File: config.mk
export PLATFORM = sky130hd
export DESIGN_NAME = dds_phase_acc
export DESIGN_NICKNAME = d
export VERILOG_FILES = /design/src/rtl/dds_phase_acc.sv
export SDC_FILE = /design/constraint.sdc
export NUM_CORES = 1
export LEC_CHECK = 0
export CAP_MARGIN = 20
export CORE_ASPECT_RATIO = 0.8
export CORE_MARGIN = 4
export CORE_UTILIZATION = 50
export DETAILED_ROUTE_END_ITERATION = 10
export DONT_BUFFER_PORTS = 1
export PLACE_DENSITY = 0.65
export SLEW_MARGIN = 5
export SYNTH_ARGS = -nofsm -noshare
export SYNTH_HDL_FRONTEND = slang
export SYNTH_SLANG_ARGS = --single-unit
File: constraint.sdc
create_clock -name clk -period 3.3 [get_ports clk]
set_input_delay 0.495 -clock clk [delete_from_list [all_inputs] [get_ports clk]]
set_output_delay 0.495 -clock clk [all_outputs]
set_load 0.02 [all_outputs]
File: src/rtl/dds_phase_acc.sv
module dds_phase_acc #(
  parameter int PHASE_W = 32,
  parameter int SEG_W   = 8
) (
  input  logic               clk,
  input  logic               rst,
  input  logic [PHASE_W-1:0] freq_word,
  input  logic               freq_load,
  output logic [PHASE_W-1:0] phase,
  output logic               phase_vld
);
  localparam int NSEG = PHASE_W / SEG_W;

  logic [PHASE_W-1:0] k_reg;
  logic [PHASE_W-1:0] aligned;
  logic [NSEG-1:0]    fill;

  always_ff @(posedge clk)
    if (rst)            k_reg <= '0;
    else if (freq_load) k_reg <= freq_word;

  for (genvar i = 0; i < NSEG; i++) begin : g_seg
    logic [SEG_W-1:0] kpipe [i+1];
    logic [SEG_W-1:0] acc;
    logic [SEG_W-1:0] oskew [NSEG-i];
    logic             cin;
    logic             cout_q;

    assign kpipe[0] = k_reg[i*SEG_W +: SEG_W];
    for (genvar j = 1; j <= i; j++) begin : g_kd
      always_ff @(posedge clk)
        kpipe[j] <= rst ? '0 : kpipe[j-1];
    end

    if (i == 0) begin : g_c0
      assign cin = 1'b0;
    end else begin : g_cn
      assign cin = g_seg[i-1].cout_q;
    end

    if (i < NSEG-1) begin : g_mid
      logic [SEG_W:0] sum;
      assign sum = {1'b0, acc} + {1'b0, kpipe[i]} + {{SEG_W{1'b0}}, cin};
      always_ff @(posedge clk)
        if (rst) begin
          acc    <= '0;
          cout_q <= 1'b0;
        end else begin
          acc    <= sum[SEG_W-1:0];
          cout_q <= sum[SEG_W];
        end
    end else begin : g_top
      assign cout_q = 1'b0;
      always_ff @(posedge clk)
        acc <= rst ? '0 : acc + kpipe[i] + {{(SEG_W-1){1'b0}}, cin};
    end

    assign oskew[0] = acc;
    for (genvar j = 1; j < NSEG-i; j++) begin : g_od
      always_ff @(posedge clk)
        oskew[j] <= rst ? '0 : oskew[j-1];
    end
    assign aligned[i*SEG_W +: SEG_W] = oskew[NSEG-1-i];
  end

  always_ff @(posedge clk)
    if (rst) begin
      phase <= '0;
      fill  <= '0;
    end else begin
      phase <= aligned;
      fill  <= {fill[NSEG-2:0], 1'b1};
    end

  assign phase_vld = fill[NSEG-1];
endmodule

---- Word level (Yosys, flattened, before mapping) ----
Index checks and enable logic that the tools add are counted.
word-level totals
  register bits ........................... 199
  input port bits ......................... 35
  output and inout bits ................... 33
  word-level logic and storage cells ...... 31
cells by class
  add/sub/neg operators ................... 7
  mux-type cells .......................... 1
operators by type and width
  operator              count
  adder 8 x 8 -> 9 bit  3
  adder 9 x 1 -> 9 bit  2
  adder 8 x 1 -> 8 bit  1
  adder 8 bit           1
  two-way mux 1 bit     1

---- Longest topological paths before layout ----
  depth in word-level cells ............... 2
  gate-level depth with buffers ........... 7
  mapped depth without buffers ............ 7

---- Least setup slack after synthesis ----
No wires, ideal clock.
  path type ............................... register -> register
  from .................................... register g_seg[0].cout_q
  to ...................................... register g_seg[1].cout_q
  library setup time ...................... 120 ps
  data arrival time ....................... 1944 ps
  required time ........................... 3180 ps
  path slack .............................. 1236 ps
  stages on the path, launching flop included .. 7
  buffers on the path ..................... 0
  clock period less this slack ............ 2064 ps
  cells stage by stage .................... dfxtp_1 fa_1 fa_1 a211oi_1 o21a_1 nor2_1 o31a_1
on the way
  word-level cells in the longest chain between the ends .. 1
ends and longest elaborated chain
  item                    line  source
  start, declared         27    logic cout_q;
  start signal, assigned  50    cout_q <= sum[SEG_W];
  adder 9 x 1 -> 9 bit    43    assign sum = {1'b0, acc} + {1'b0, kpipe[i]} + {{SEG_W{1'b0}}, cin};
  end signal, assigned    50
  end, declared           27
No other way between the ends.
A chain may end at the register's enable or synchronous reset.

---- Worst setup path in the final report ----
  from .................................... register g_seg[1].cout_q
  to ...................................... register g_seg[2].cout_q
on the way
  word-level cells in the longest chain between the ends .. 1
ends and longest elaborated chain
  item                  line
  adder 9 x 1 -> 9 bit  43
  end signal, assigned  50
  end, declared         27
No other way between the ends.

==> run summary <==
The run finished with clean final reports. The power density normalized to cell area came out at 660 nW/um^2. g_seg.kpipe holds more flip-flops than any other register. For the insertion delay to the later sink of the worst-skew pair, the log shows 0.42 ns.

The total clock sinks came out at 199. Clock-pin slew was measured on the worst setup and hold paths at 0.06 ns. Worst endpoint data arrival time: 2.54 ns. Setup violations remaining at the end of the flow were counted as 0. The largest voltage drop on the vdd net is 346 uV. The number of distinct library cells after synthesis was 39. The class of the tightest hold or removal check is input pin to register.

The buffer levels on the longest clock path was 2; the worst-case headroom to the max-slew limit was 59.6%. Across all layers, the routed design uses 3991 vias. In this run the mean area of a mapped cell was 11.0 sq um. Leaving out fill and tap cells, the most frequent cells in the layout are dfxtp_1, nor2b_1, nor2_1, mux2i_1, ha_1. The count of state elements after synthesis is 199. The register with the most flip-flops in the layout has 48 of them.

The initial core utilization was 52.1%. CTS built an H-tree with a depth of 4. For the final count of hold timing violations, the log shows 0. Count of port buffers added during placement: 0. The smallest clock period supported by the final layout is computed as 2.23 ns. The post-CTS setup repair buffer count is 0. The final worst-path setup slack is 1.07 ns.

The initial antenna violation count came out at 0. Clock tree synthesis inserted a total of 17 buffers. After detailed routing, the number of remaining DRC violations is 0.

In the synthesized netlist the dominant register cell turns out to be dfxtp_1. Worst slack at placement: 1.11 ns. At the end of the flow the core is filled with cells to 57.7%.

After detailed routing, the average wire length per cell comes to 13.3 microns. The post-synth net total was 693; the overall die width was 139 microns. The library cell used most frequently in the layout, excluding fill and tap cells, is dfxtp_1. The tools report the number of standard-cell rows in the floorplan as 37. Timing would allow up to 449 MHz.

The leakage dissipation was 3.13 nW. Root buffer cell: clkbuf_16. The congestion estimate from routability-driven global placement came to 0.845. The floorplan step set the die height to 113 microns. After detailed routing, the number of vias per cell comes to 4.97. Critical path capture point: g_seg[2].cout_q.

The worst register-to-register path has a setup slack of 1.07 ns. The critical path is of the register to register type. The tools report the global-route total usage across every layer as 14.6%. The number of diodes was 0. The post-synthesis async set-or-reset flop share came out at 0%.

The transition time at the pin with the least slew margin was 0.605 ns. Before antenna repair, the detailed router went through 4 iterations. For this design, the CTS-stage hold fixing added 0 buffers. During synthesis, Yosys emitted a total of 0 warnings.

The core region is 13100 sq um. The highest-delay cell along the critical path was fa_1. The number of placed instances, taps included, is 771.

The post-route clock period utilization is 67.5%. The routed design has 10700 microns of wire. The run gives 0 as the max-slew violation count. For the number of standard cells after synthesis, the log shows 623. For this block, the initial DRC count from the detailed router was 218. The tools report the number of max-cap violations as 0.

The worst setup path is launched from a register. Counting flops with a built-in enable in the synthesized netlist gives 0. The sum of net half-perimeters after detailed placement is 6950 microns. Setup repair after global routing left no endpoint under its margin. TritonCTS built the clock tree. The cell area after synthesis is 6850 sq um, and the number of global-route vias before repair is 4024. Entering global routing, the biggest net connects 203 pins.

For the setup total negative slack, the log shows 0 ns. In this design, the stage delay of the slowest critical-path cell is 0.48 ns. For the first-pass GRT wire length, the log shows 18600 microns.

Global routing finished with a remaining overflow of 0. The post-route netlist has 5.57% of its cells at a drive strength greater than 1. In this run the count of I/O pins placed on the die edge is 68.

The maximum fanout count along the critical path came out at 3. The signal on the critical path passes through fa_1 > fa_1 > a211oi_1 > o21a_1 > nor2_1 > o31a_1. The required time of the critical path is 3.61 ns. The detail route stage leaves a number of antenna-violating nets equal to 0. For the share of synthesized area occupied by flip-flops and latches, the log shows 58.1%. Counting cells, the worst reg-to-reg path comes to 6. The net count of the finished layout is 685. Post-cts sizing count: 0. In this run the critical register-to-register path is captured at g_seg[2].cout_q. The tools report the critical register-to-register path startpoint as g_seg[1].cout_q. The floorplan step defined a die boundary enclosing 15700 sq um. The finished layout holds 803 standard cells, fillers aside. The first element of the critical path is g_seg[1].cout_q. The filler cell count was 1099. The area added between synthesis and finish works out to 10.6%. Between clock sinks in the finished design, the worst skew comes to 0.00747 ns. The most frequent cell on the critical path was fa_1. STA classifies the critical path endpoint as a register.
synthesized netlist by cell type, drive strengths merged (6+ instances only):
| cell | number | share of area, % |
|---|---|---|
| o21ai | 24 | 1.8 |
| a21o | 7 | 0.77 |
| mux2i | 32 | 4.7 |
| fa | 7 | 2.0 |
| clkbuf | 19 | 1.0 |
| ha | 28 | 5.1 |
| nor2b | 141 | 13 |
| inv | 6 | 0.33 |
| buf | 8 | 0.57 |
| a211oi | 18 | 2.0 |
| nor2 | 69 | 3.8 |
| dfxtp | 199 | 58 |
worst min-delay path by stage:
| stage | from | end | cells after the start |
|---|---|---|---|
| 2_1_floorplan | g_seg[0].oskew[8] | aligned[0] | 1 |
| 4_1_cts | rst | g_seg[3].acc[1] | 1 |
| 3_3_place_gp | aligned[15] | phase[15] | 1 |
| 6_report | rst | phase[15] | 1 |
| 3_5_place_dp | g_seg[2].kpipe[15] | g_seg[2].kpipe[7] | 1 |
| 5_1_grt | rst | phase[26] | 1 |
layer usage:
metal  wire [microns]  up-vias  GRT usage, %
met3              481       13          5.28
met1             4780     1834          16.8
met4              142        0          5.54
met2             5280       76          25.0
li1                 -     2068             -
met5                0        -             0
through the flow:
| step | hold WS [ns] | instance area (sq um) | power, mW |
|---|---|---|---|
| floorplan | 0.414 | 6850 | 2.90 |
| global placement | 0.416 | 6960 | 2.90 |
| detailed placement | 0.420 | 6960 | 2.92 |
| CTS | 0.123 | 7580 | 5.06 |
| global route | 0.107 | 7580 | 5.23 |
| finish | 0.141 | 7580 | 5.00 |
power by group:
| group | leakage, nW | internal, mW | switching [mW] | total [mW] |
|---|---|---|---|---|
| Sequential | 1.62 | 2.52 | 0.0611 | 2.58 |
| Clock | 0.292 | 1.29 | 0.849 | 2.14 |
| Combinational | 1.22 | 0.149 | 0.135 | 0.284 |
area by class of cell:
| type | instances | area (sq um) | share of cell area, % |
|---|---|---|---|
| Sequential cell | 199 | 3980 | 52.5 |
| Tap cell | 175 | 219 | 2.89 |
| Inverter | 6 | 22.5 | 0.297 |
| Clock buffer | 20 | 447 | 5.89 |
| Multi-Input combinational cell | 391 | 2740 | 36.1 |
| Clock inverter | 12 | 174 | 2.29 |
critical path: cells and delay by family, from the launching register on:
family                     cells  cell delay, ns
AOI/OAI and AO/OA              3            0.83
adders and majority gates      2            0.92
and+or+nand+nor                1            0.05
DFF                            1            0.32
kinds of logic after synthesis:
| family | Yosys count | share of synthesized area, % |
|---|---|---|
| adder cells (fa/ha/maj) | 35 | 7.16 |
| multiplexers | 35 | 5.17 |
| AND/OR/NAND/NOR | 237 | 19.3 |
| buffers and inverters | 33 | 1.93 |
| XOR/XNOR | 4 | 0.511 |
| flip-flops | 199 | 58.1 |
| AO/OA/AOI/OAI | 80 | 7.85 |
Note: power is estimated with default switching activity, not from simulation.
